[src/rtl/uart_thre_pkg.sv]
package uart_thre_pkg;
  localparam int unsigned DATA_MIN = 5;

  typedef enum logic [1:0] {
    PH_IDLE  = 2'd0,
    PH_WAIT  = 2'd1,
    PH_COUNT = 2'd2
  } dly_phase_t;
endpackage

[src/rtl/thre_qualify.sv]
module thre_qualify #(
  parameter int unsigned CNT_W = 5
) (
  input  logic             clk,
  input  logic             rst_n,
  input  logic             fifo_en,
  input  logic [CNT_W-1:0] tx_count,
  input  logic             raise,
  output logic             qualify
);
  localparam logic [CNT_W-1:0] TWO = CNT_W'(2);

  logic saw_two_q, first_q, fen_q;

  always_ff @(posedge clk) begin
    if (!rst_n) begin
      saw_two_q <= 1'b0;
      first_q   <= 1'b1;
      fen_q     <= 1'b0;
    end else begin
      saw_two_q <= (tx_count >= TWO) | (saw_two_q & ~raise);
      if (fifo_en != fen_q)
        first_q <= 1'b1;
      else if (raise)
        first_q <= 1'b0;
      fen_q <= fifo_en;
    end
  end

  assign qualify = ~fifo_en | saw_two_q | first_q;


  saw_two_set_chk: assert property (@(posedge clk) disable iff (!rst_n)
    (tx_count >= TWO) |=> saw_two_q);

  en_change_chk: assert property (@(posedge clk) disable iff (!rst_n)
    (fifo_en != fen_q) |=> first_q);
endmodule

[src/rtl/thre_delay.sv]
module thre_delay
  import uart_thre_pkg::*;
#(
  parameter int unsigned CNT_W = 5,
  parameter int unsigned LEN_W = 2
) (
  input  logic             clk,
  input  logic             rst_n,
  input  logic [CNT_W-1:0] tx_count,
  input  logic [LEN_W-1:0] char_len,
  input  logic             qualify,
  input  logic             thr_wr,
  input  logic             stop_end,
  input  logic             baud_tick,
  output logic             thre,
  output logic             raise
);
  localparam int unsigned MAX_DLY = 1 + DATA_MIN + (2**LEN_W) - 1;
  localparam int unsigned TMR_W   = $clog2(MAX_DLY + 1);

  dly_phase_t       ph_q, ph_d;
  logic [TMR_W-1:0] cnt_q, cnt_d, load_v;
  logic             thre_q, thre_d;

  assign load_v = TMR_W'(DATA_MIN) + TMR_W'(char_len);

  always_comb begin
    ph_d   = ph_q;
    cnt_d  = cnt_q;
    thre_d = thre_q;
    raise  = 1'b0;
    if (tx_count != '0) begin
      thre_d = 1'b0;
      ph_d   = PH_IDLE;
    end else if (!thre_q) begin
      if (qualify) begin
        thre_d = 1'b1;
        raise  = 1'b1;
        ph_d   = PH_IDLE;
      end else if (thr_wr) begin
        ph_d = PH_IDLE;
      end else begin
        case (ph_q)
          PH_IDLE: ph_d = PH_WAIT;
          PH_WAIT: begin
            if (stop_end) begin
              ph_d  = PH_COUNT;
              cnt_d = load_v;
            end
          end
          PH_COUNT: begin
            if (baud_tick) begin
              if (cnt_q == '0) begin
                thre_d = 1'b1;
                raise  = 1'b1;
                ph_d   = PH_IDLE;
              end else begin
                cnt_d = cnt_q - 1'b1;
              end
            end
          end
          default: ph_d = PH_IDLE;
        endcase
      end
    end
  end

  always_ff @(posedge clk) begin
    if (!rst_n) begin
      ph_q   <= PH_IDLE;
      cnt_q  <= '0;
      thre_q <= 1'b1;
    end else begin
      ph_q   <= ph_d;
      cnt_q  <= cnt_d;
      thre_q <= thre_d;
    end
  end

  assign thre = thre_q;


  nonempty_drop_chk: assert property (@(posedge clk) disable iff (!rst_n)
    (tx_count != '0) |=> !thre_q);

  tick_step_chk: assert property (@(posedge clk) disable iff (!rst_n)
    (ph_q == PH_COUNT && baud_tick && cnt_q != '0 && tx_count == '0 &&
     !thre_q && !qualify && !thr_wr) |=> (cnt_q == $past(cnt_q) - 1'b1));

  wr_cancel_chk: assert property (@(posedge clk) disable iff (!rst_n)
    (tx_count == '0 && !thre_q && !qualify && thr_wr) |=> (ph_q == PH_IDLE && !thre_q));
endmodule

[src/rtl/thre_irq.sv]
module thre_irq (
  input  logic clk,
  input  logic rst_n,
  input  logic raise,
  input  logic thr_wr,
  input  logic iir_rd,
  input  logic fifo_en,
  input  logic txint_en,
  output logic irq
);
  logic pend_q;

  always_ff @(posedge clk) begin
    if (!rst_n) pend_q <= 1'b0;
    else        pend_q <= raise | (pend_q & ~(thr_wr | iir_rd));
  end

  assign irq = pend_q & fifo_en & txint_en;


  pend_set_chk: assert property (@(posedge clk) disable iff (!rst_n)
    raise |=> pend_q);

  wr_clear_chk: assert property (@(posedge clk) disable iff (!rst_n)
    (!raise && thr_wr) |=> !pend_q);

  rd_clear_chk: assert property (@(posedge clk) disable iff (!rst_n)
    (!raise && iir_rd) |=> !pend_q);
endmodule

[src/rtl/uart_thre_irq.sv]
module uart_thre_irq #(
  parameter int unsigned FIFO_DEPTH = 16,
  parameter int unsigned LEN_W      = 2,
  localparam int unsigned CNT_W     = $clog2(FIFO_DEPTH + 1)
) (
  input  logic             clk,
  input  logic             rst_n,
  input  logic             fifo_en,
  input  logic             txint_en,
  input  logic [LEN_W-1:0] char_len,
  input  logic [CNT_W-1:0] tx_count,
  input  logic             thr_wr,
  input  logic             iir_rd,
  input  logic             stop_end,
  input  logic             baud_tick,
  output logic             thre,
  output logic             irq
);
  logic qualify, raise;

  thre_qualify #(.CNT_W(CNT_W)) u_qual (
    .clk(clk), .rst_n(rst_n), .fifo_en(fifo_en), .tx_count(tx_count),
    .raise(raise), .qualify(qualify)
  );

  thre_delay #(.CNT_W(CNT_W), .LEN_W(LEN_W)) u_dly (
    .clk(clk), .rst_n(rst_n), .tx_count(tx_count), .char_len(char_len),
    .qualify(qualify), .thr_wr(thr_wr), .stop_end(stop_end),
    .baud_tick(baud_tick), .thre(thre), .raise(raise)
  );

  thre_irq u_irq (
    .clk(clk), .rst_n(rst_n), .raise(raise), .thr_wr(thr_wr),
    .iir_rd(iir_rd), .fifo_en(fifo_en), .txint_en(txint_en), .irq(irq)
  );


  fast_rise_chk: assert property (@(posedge clk) disable iff (!rst_n)
    (tx_count == '0 && !thre && qualify) |=> thre);
endmodule

[config.mk]
export PLATFORM = sky130hd
export DESIGN_NAME = uart_thre_irq
export DESIGN_NICKNAME = d
export VERILOG_FILES = /design/src/rtl/uart_thre_pkg.sv /design/src/rtl/thre_qualify.sv /design/src/rtl/thre_delay.sv /design/src/rtl/thre_irq.sv /design/src/rtl/uart_thre_irq.sv
export SDC_FILE = /design/constraint.sdc
export NUM_CORES = 1
export LEC_CHECK = 0
export BUFFER_PORTS_ARGS = -buffer_cell sky130_fd_sc_hd__clkbuf_2
export CAP_MARGIN = 30
export CORE_AREA = 3 3 40 42
export CTS_CLUSTER_DIAMETER = 80
export DETAILED_ROUTE_END_ITERATION = 10
export DIE_AREA = 0 0 43 45
export GPL_TIMING_DRIVEN = 0
export PLACE_DENSITY_LB_ADDON = 0.05
export SYNTH_ARGS = -nofsm -noshare
export SYNTH_HDL_FRONTEND = slang
export SYNTH_SLANG_ARGS = --single-unit
[constraint.sdc]
create_clock -name clk -period 2.45 [get_ports clk]
set_input_delay 0.49 -clock clk [delete_from_list [all_inputs] [get_ports clk]]
set_output_delay 0.49 -clock clk [all_outputs]
set_load 0.05 [all_outputs]
==> After elaboration in Yosys (flattened, before gate mapping) <==
Cells that the tools add are included.
{ "totals": {"reg_bits": 11, "out_inout_bits": 2} }
{ "classes": {"add_sub_neg": 2, "n_lt_le_gt_ge": 1, "n_eq_ne": 9, "muxes": 19, "bitwise_logic": 17, "n_reduce_logical": 8} }
{ "op_table": {"columns": ["cell", "count"], "rows": [
  ["two-way mux 4 bit", 3],
  ["two-way mux 2 bit", 5],
  ["two-way mux 1 bit", 9],
  ["inequality test 4 bit (second input constant)", 2],
  ["NOT 1 bit", 8],
  ["case mux 4 bit (2 select lines)", 1],
  ["AND reduction 8 bit", 1],
  ["inequality test 2 bit (second input constant)", 3],
  ["case mux 2 bit (3 select lines)", 1],
  ["greater-or-equal comparator 5 x 2 -> 1 bit (second input constant)", 1],
  ["OR 1 bit", 5],
  ["nonzero test 5 bit", 1],
  ["adder 3 x 2 -> 4 bit (first input constant)", 1],
  ["bitwise AND 1 bit", 4],
  ["logical NOT 4 bit", 1],
  ["inequality test 4 x 3 -> 1 bit (second input constant)", 1],
  ["AND reduction 4 bit", 1],
  ["OR reduction 2 bit", 2],
  ["subtractor 4 x 1 -> 4 bit (second input constant)", 1],
  ["equality test 2 x 1 -> 1 bit (second input constant)", 1],
  ["equality test 2 bit (second input constant)", 1],
  ["logical NOT 2 bit", 1],
  ["nonzero test 2 bit", 1],
  ["inequality test 1 bit", 1]
]} }

==> Logic depth before layout (Yosys ltp) <==
Gate-level depths: netlist (run 1).
{ "depth": {"depth_word": 11, "mapped_depth": 6, "ltp_nobuf": 6} }

==> Cells and area by module <==
From an unflattened synthesis (run 1), not the netlist that was laid out.
{ "hier_totals": {"hier_cells": 83, "area_unflattened_um2": 721.9} }
{ "by_module_without_submodules": {"columns": ["mod", "instances", "cells_each", "area_per_inst_um2", "seq_area_each_um2"], "rows": [
  ["thre_delay", 1, 66, 555.5, 140.1],
  ["thre_qualify", 1, 12, 120.1, 60.1],
  ["thre_irq", 1, 5, 46.3, 20.0]
]} }

==> Least setup slack after synthesis (run 1) <==
Ideal clock, no wire load.
{ "synth_timing": {"path_kind": "input to register", "start": "input tx_count[4]", "end": "register u_dly.cnt_q[2]", "setup_time_ps": 116, "arrival_ps": 2084, "t_required_ps": 2334, "slack_ps": 251, "cell_stages": 4, "path_buffers": 0, "cell_sequence": "or4_4 > or4b_4 > o311a_1 > a31o_1"} }
{ "synth_via": {"elab_chain_cells": 3} }
{ "synth_rtl": {"columns": ["element", "line", "rtl"], "rows": [
  ["start: declaration", "uart_thre_irq.sv:11", "input logic [CNT_W-1:0] tx_count,"],
  ["nonzero test 5 bit", "thre_delay.sv:32", "if (tx_count != '0) begin"],
  ["NOT 1 bit (no line)", null, null],
  ["AND reduction 8 bit (no line)", null, null],
  ["end signal: assignment", "thre_delay.sv:75", "cnt_q <= cnt_d;"],
  ["end: declaration", "thre_delay.sv:22", "logic [TMR_W-1:0] cnt_q, cnt_d, load_v;"]
]} }
No other way between the ends.
A chain may end at the register's enable or synchronous reset.

==> Final worst setup path (run 1) <==
Ends and elaborated chain as after synthesis.

==> impl_summary.md, run 1 <==
Clock tree
The clock tree from TritonCTS is built. Counting every sink on the clock net gives 11. After clock tree synthesis, the setup repair step added 0 buffers. Post-CTS repair changed the size of 0 cells. The number of buffers created by CTS is 3. The clock latency on the worst-skew pair is 0.27 ns. The number of hold buffers added after CTS was 0. The CTS H-tree depth is 1.

The maximum count of clock buffers along a single path is 2. The root buffer cell is clkbuf_4. The clock-pin transition on the worst setup and hold timing paths is 0.07 ns.

Min path
The worst min-delay path category is register to register. The worst hold path depth is 2.

Worst setup path
STA classifies the critical path startpoint as an input port. The worst path required time is 2.62 ns. The launching instance or port of the critical path is tx_count[4]. The number of cells on the worst reg-to-reg path is 4.

The setup check on the worst reg-to-reg path leaves a slack of 0.41 ns. The reg-to-reg critical path startpoint is u_qual.first_q$_SDFFE_PP1P_. Along the worst path, the maximum fanout reaches 5. The critical path capture point type is a register. STA puts the critical path data arrival time at 2.23 ns. The end point of the critical path is u_dly.cnt_q[2]$_SDFFE_PN0P_. The worst setup path is of the input port to register kind. The worst-path cell with the longest stage delay is or4b_4. For this run, the slowest stage of the critical path takes 0.59 ns. The destination of the worst register-to-register timing path is u_dly.cnt_q[2]$_SDFFE_PN0P_. Walking the worst path, the cells encountered are clkbuf_2, or4_4, or4b_4, o311a_1, a31o_1.

Cells and area
For this run, the number of standard cells in the final layout without fillers is 110. The repair_antennas step left the layout with diodes totalling 0. The most frequent standard cell in the layout excluding fill and tap cells is clkbuf_2. In the layout the commonest cells are clkbuf_2, dfxtp_1, nor2_1, nand2_1, a21oi_1. The post-route cell area is 758 µm². The filler cell count in the final layout is 116.

The area growth from synthesis to layout is 19.8%. The sequential cells in the finished layout cover a total of 220 µm². For this run, the post-layout net count is 113.

The area occupied by multi-input gates is 398 µm². In the final layout, the share of cells above drive strength 1 is 0.242.

STA
Adding up every negative setup slack in the final design gives 0 ns. The number of max-slew violations in the final report was 0. At the pin with the least slew margin, the transition time is 0.457 ns.

Setup repair after global routing left no endpoint under its margin. The final hold violation count came to 0. The relative slew slack is 0.692. Of the available clock period, the critical path in the final layout requires 0.842. The highest clock frequency the design can meet is 485 MHz. The setup violation total in the final timing report is 0. The final clock skew is 0.00368 ns. The routed design could run at a clock period as short as 2.06 ns.

Synth
The top cell type by total area after synthesis is dfxtp_1. By area the synthesized netlist is led by dfxtp_1, nand2_1, nor2_1. The number of nets in the synthesized netlist is 92. The cell area that synthesis handed to floorplanning was 633 µm². The cell count after synthesis is 75.

The number of flops mapped to enable cells by yosys is 0. Of all flip-flops after synthesis, the portion carrying an async set or reset was 0. Synthesis inferred 11 register bits. The count of synthesis-stage warnings from yosys is 0.

After synthesis, the mean cell area works out to 8.44 µm². For this run, the leading register cell type out of synthesis is dfxtp_1. The share of the yosys chip area belonging to registers is 0.348.

Synthesis instantiated 34 different standard cells from the library. The share of the synthesized area in the top cell type is 0.348.

Placed design
After detailed placement, the total cell area comes to 732 µm². Routability-driven placement finished with a final weighted congestion of 0.818. Port buffering added 16 buffers. Counting tap cells, the placed design contains a total of 106 instances. The detailed placement HPWL is 1070 µm.

Drt
The DRC violations left is 0. After the first detailed-routing iteration, the DRC count stood at 12. The overall via count from detail_route is 614.

The average via count per standard cell is 5.58. Dividing the detail-routed wire length by the instance count gives 12.2 µm. The total detailed-routing wirelength is 1350 µm. Before antenna repair, the detailed router went through 4 iterations. The number of nets with antenna violations after detailed routing is 0.

Power
In this run the power density over the cells is 453 nW/µm². IR analysis of the VDD net gives a maximum drop of 0.232 mV. The leakage power total is 0.298 nW. The total chip power is 0.343 mW.

Global routing
The total overflow left after global routing is 0. The number of antenna violations at the first check in global routing is 0. The number of global-route vias before repair is 567. Entering global routing, the biggest net connects 11 pins. The first global-routing pass estimated 2280 µm of wire. The global router's overall resource usage is 0.161.

Outcome
The flow ran to the end, and the final reports show no timing, DRC or antenna violations.

Die
The floorplan has 13 rows. The floorplan step set the die width to 43 µm. The starting density of the core is 0.493. The placeable core area is 1280 µm².

The die area is 1940 µm². Pin placement for this block handled 17 I/O pins. The height of the die is 45 µm.

Job
The tool flagged a number of max-cap violations equal to 0.
## synth_stat cells, types with 2 or more instances
master / number
clkbuf_1: 2
dfxtp_1: 11
nand2_1: 8
nand2b_1: 2
or4b_4: 2
o311ai_0: 2
nor3b_1: 2
inv_1: 2
nand3_1: 2
a21oi_1: 4
nor2_1: 8
nor4b_1: 2
ha_1: 2
nor2b_1: 3
o21ai_0: 3
o21ai_1: 2
## per-stage QoR
step	hold slack (ns)	utilization	setup slack [ns]
after floorplan	0.451	-	0.251
after global placement	0.455	0.570	0.118
after detailed placement	0.479	0.570	0.110
after CTS	0.496	0.590	0.394
after global routing	0.512	0.590	0.325
final	0.492	0.590	0.387
## how the worst min path moves through the flow
stage / endpoint / startpoint / slack (ns)
2_1_floorplan: u_qual.first_q$_SDFFE_PP1P_ / u_qual.fen_q$_SDFF_PN0_ / 0.45
3_3_place_gp: u_qual.first_q$_SDFFE_PP1P_ / u_qual.fen_q$_SDFF_PN0_ / 0.46
3_5_place_dp: u_qual.first_q$_SDFFE_PP1P_ / u_qual.fen_q$_SDFF_PN0_ / 0.48
4_1_cts: u_qual.first_q$_SDFFE_PP1P_ / u_qual.fen_q$_SDFF_PN0_ / 0.50
5_1_grt: u_qual.fen_q$_SDFF_PN0_ / fifo_en / 0.51
6_report: u_qual.first_q$_SDFFE_PP1P_ / u_qual.fen_q$_SDFF_PN0_ / 0.49
## area by class of cell
class	instances	share of cell area
Multi-Input combinational cell	60	0.525
Clock buffer	4	0.0347
Buffer	2	0.00990
Timing Repair Buffer	16	0.106
Sequential cell	11	0.290
Inverter	2	0.00990
Tap cell	15	0.0248
## worst max-delay path: cells and delay by family
kind | cells | cell delay [ns]
AO/OA/AOI/OAI | 2 | 0.53
AND/OR/NAND/NOR | 2 | 1.13
buffers and inverters | 1 | 0.08
## logic make-up (layout without fill, tap and decap cells)
logic type	Yosys count	count (layout)	synth area share
buffers and inverters	4	24	0.0237
AOI/OAI and AO/OA	16	16	0.166
and+or+nand+nor	39	39	0.376
xor gates and xnor gates	1	1	0.0138
adders and majority gates	2	2	0.0395
DFF	11	11	0.348
muxes	2	2	0.0336
## where the power goes
part           switching [mW]  total (mW)  internal (mW)
combinational          0.0176      0.0341         0.0165
clock                  0.0618       0.125         0.0630
sequential            0.00273       0.184          0.182
## routing by layer
metal	routed length (µm)	part of all wire	track usage
met4	30	0.022	0.120
met5	0	0	0
met3	77	0.057	0.0359
met2	657	0.49	0.269
met1	581	0.43	0.178
## registers in the layout, summed over array words and instances, names as in the netlist
register          count
u_dly.cnt_q           4
u_dly.ph_q            2
u_dly.thre            1
u_irq.pend_q          1
u_qual.fen_q          1
u_qual.first_q        1
u_qual.saw_two_q      1
Power figures use the tool's default switching activity.
==> inputs of run 2 (changes only) <==
--- a/config.mk
+++ b/config.mk
@@ -7,10 +7,10 @@
 export LEC_CHECK = 0
 export BUFFER_PORTS_ARGS = -buffer_cell sky130_fd_sc_hd__clkbuf_2
 export CAP_MARGIN = 30
-export CORE_AREA = 3 3 40 42
+export CORE_MARGIN = 3
+export CORE_UTILIZATION = 44
 export CTS_CLUSTER_DIAMETER = 80
 export DETAILED_ROUTE_END_ITERATION = 10
-export DIE_AREA = 0 0 43 45
 export GPL_TIMING_DRIVEN = 0
 export PLACE_DENSITY_LB_ADDON = 0.05
 export SYNTH_ARGS = -nofsm -noshare
==> constraint.sdc (replaced) <==
create_clock -name clk -period 1.66 [get_ports clk]
set_input_delay 0.332 -clock clk [delete_from_list [all_inputs] [get_ports clk]]
set_output_delay 0.332 -clock clk [all_outputs]
set_load 0.05 [all_outputs]
==> impl_summary.md, run 2 (synthesized netlist as in run 1, its figures left out) <==
Clock tree
The clock latency on the worst-skew pair is 0.27 ns (about the same). The number of buffers created by CTS is 3 (unchanged). The CTS H-tree depth is 1 (unchanged).

The clock tree from TritonCTS is built (unchanged). The maximum count of clock buffers along a single path is 2 (unchanged). The root buffer cell is clkbuf_4 (unchanged). The number of clock sinks seen by CTS was 11 (unchanged). The quantity of hold-fixing buffers added after cts is 0 (unchanged). The clock-pin transition on the worst setup and hold timing paths is 0.08 ns (was 0.07 ns).

Drt
The overall via count from detail_route was 614 (unchanged). The length of the first detailed-routing pass in iterations is 4 (unchanged). The total detailed-routing wirelength is 1400 µm (was 1350 µm). The total met3 wirelength after detailed routing was 78 µm (was 77 µm). The number of nets with antenna violations after detailed routing is 0 (unchanged). The wire length on met1 is 664 µm (was 581 µm). The per-cell routed wire length is 12.3 µm (was 12.2 µm). The average via count per standard cell is 5.39 (was 5.58). The met2 wirelength from detailed routing is 641 µm (was 657 µm).

The violation count after the first detailed-route iteration is 3 (was 12). The uppermost layer routed was met4 (unchanged). The DRC violations left is 0 (unchanged).

Die
The number of placed I/O pins is 17 (unchanged). The horizontal die dimension came to 43.9 µm (was 43 µm). The height of the die is 43.9 µm (was 45 µm). The count of standard-cell rows came to 13 (unchanged). The starting density of the core is 0.481 (was 0.493). The die area was 1930 µm² (was 1940 µm²). The placeable core area came to 1320 µm² (was 1280 µm²).

Job
The number of max-cap violations is 0 (unchanged).

Worst setup path
The most repeated library cell on the critical path is or4b_4. The worst path required time came to 1.83 ns (was 2.62 ns). The arrival time at the worst endpoint was 2.11 ns (was 2.23 ns). The critical path launch point type is a register (was input port). The launching instance or port of the critical path is u_qual.saw_two_q$_SDFF_PN0_ (was tx_count[4]).

The peak fanout along the critical path is 5 (unchanged). The critical path's largest stage delay is 0.54 ns (was 0.59 ns). Cell chain of the critical path: or4b_4, or4b_4, o311a_1, a31o_1 (was clkbuf_2, or4_4, or4b_4, o311a_1, a31o_1).

The reg-to-reg critical path startpoint is u_qual.saw_two_q$_SDFF_PN0_ (was u_qual.first_q$_SDFFE_PP1P_). The cell type group with the largest total delay on the critical path is simple AND/OR/NAND/NOR gates (unchanged). The worst-path cell with the longest stage delay is or4b_4 (unchanged). The buffers plus inverters on the worst setup path is 0 (was 1). The startpoint-to-endpoint class of the critical path is register to register (was input port to register). The critical path capture point type is a register (unchanged).

Cells and area
The area occupied by multi-input gates came to 424 µm² (was 398 µm²). The number of inserted diodes is 0 (unchanged). The number of nets at the end of the flow was 117 (was 113). The ratio of cells with drive above 1 in the final layout came to 0.333 (was 0.242). The final core area utilization is 0.622 (was 0.590). The layout overhead on the synthesized area is 29.4% (was 19.8%). The filler cell count in the final layout is 127 (was 116). The number of flip-flops in the largest register is 4 (unchanged). Regs by FF count: u_dly.cnt_q: 4 flops, u_dly.ph_q: 2 flops (unchanged).

Most used cells in the layout excluding fill and tap cells: clkbuf_2, dfxtp_1, nor2_1, nand2_1 (was clkbuf_2, dfxtp_1, nor2_1, nand2_1, a21oi_1). The register bank with the most flops is u_dly.cnt_q (unchanged). The area taken by flip-flops and latches is 225 µm² (was 220 µm²). The most frequent standard cell in the layout excluding fill and tap cells is clkbuf_2 (unchanged).

Global routing
The pin count of the biggest net entering global routing was 11 (unchanged). The number of antenna violations at the first check in global routing came to 0 (unchanged). The global router's overall resource usage is 0.156 (was 0.161).

The number of global-route vias before repair was 567 (unchanged). The remaining global-route overflow is 0 (unchanged). The global-route wire length before repair was 2260 µm (was 2280 µm).

Placed design
The detailed placement HPWL was 1020 µm (was 1070 µm). The final RePlAce weighted congestion is 0.874 (was 0.818). The count of input and output buffers was 16 (unchanged).

The worst setup slack after placement is -0.471 ns (was 0.110 ns).

Outcome
The final reports fail on setup timing. Status: finished, violations left (was completed).

STA
The post-layout worst setup margin came to -0.286 ns (was 0.387 ns). Setup repair after global routing missed its margin: yes (was no). Subtracting the final worst setup slack from the clock period gives 1.95 ns. The number of max-slew violations in the final report is 0 (unchanged).

The final clock skew is 0.00402 ns (was 0.00368 ns). The post-route worst hold slack came to 0.334 ns (was 0.492 ns). The setup total negative slack is -0.971 ns (was 0 ns). The setup violation total in the final timing report is 5 (was 0). The highest clock frequency the design can meet is 514 MHz. In the finished design, the share of the clock period the worst path needs comes to 1.17.

The final hold violation count is 0 (unchanged). The transition time at the pin with the least slew margin is 0.523 ns (was 0.457 ns). The relative slew slack is 0.651 (was 0.692).

Min path
The launch point of the worst hold path is fifo_en (was u_qual.fen_q$_SDFF_PN0_). The worst min-delay path category is input port to register (was register to register).

Power
The power density of the placed cells was 624 nW/µm² (was 453 nW/µm²). The maximum ir drop on the vdd rail is 0.358 mV (was 0.232 mV). The leakage power total is 0.321 nW (was 0.298 nW).
==> run 2: final cells by class <==
type                    instances  area share
flip-flops and latches         11       0.275
inverters                       2     0.00916
plain buffers                   2     0.00916
repair buffers                 20       0.134
clock buffers                   4      0.0321
multi-input cells              60       0.518
well taps                      15      0.0229
==> run 2: what timing repair did <==
item,4_1_cts,5_1_grt
setup endpoints to repair,4,6
gates resized for setup,7,3
buffers inserted,3,1
pin swaps,3,0
==> run 2: path summary, 6_finish.rpt <==
| kind | to | slack, ns | cells after the start |
|---|---|---|---|
| setup / recovery | u_dly.cnt_q[2]$_SDFFE_PN0P_ | -0.29 | 4 |
| hold / removal | u_qual.fen_q$_SDFF_PN0_ | 0.33 | 2 |
| setup reg to reg | u_dly.cnt_q[2]$_SDFFE_PN0P_ | -0.29 | 4 |
| hold reg to reg | u_qual.first_q$_SDFFE_PP1P_ | 0.49 | 2 |
==> run 2: worst reg2reg max path, delay by kind of cell (launching register included) <==
kind,cells,cell delay (ns)
compound gates,2,0.48
flops,1,0.32
simple gates,2,1.05
==> run 2: power by group <==
group | switching (mW) | total, mW | internal, mW
registers | 0.00372 | 0.271 | 0.267
clock network | 0.0940 | 0.187 | 0.0930
logic | 0.0281 | 0.0542 | 0.0261
==> run 2: layer usage <==
metal  GRT usage  up-vias
met5           0        -
met4      0.0964        0
met3      0.0373        2
li1            -      324
met1       0.182      272
met2       0.253       16
==> run 2: through the flow <==
stage / total power [mW] / std cells / area [µm²]
2_1_floorplan: 0.302 / 75 / 633
3_3_place_gp: 0.328 / 106 / 732
3_5_place_dp: 0.328 / 106 / 732
4_1_cts: 0.517 / 113 / 810
5_1_grt: 0.532 / 114 / 820
6_report: 0.512 / 114 / 820
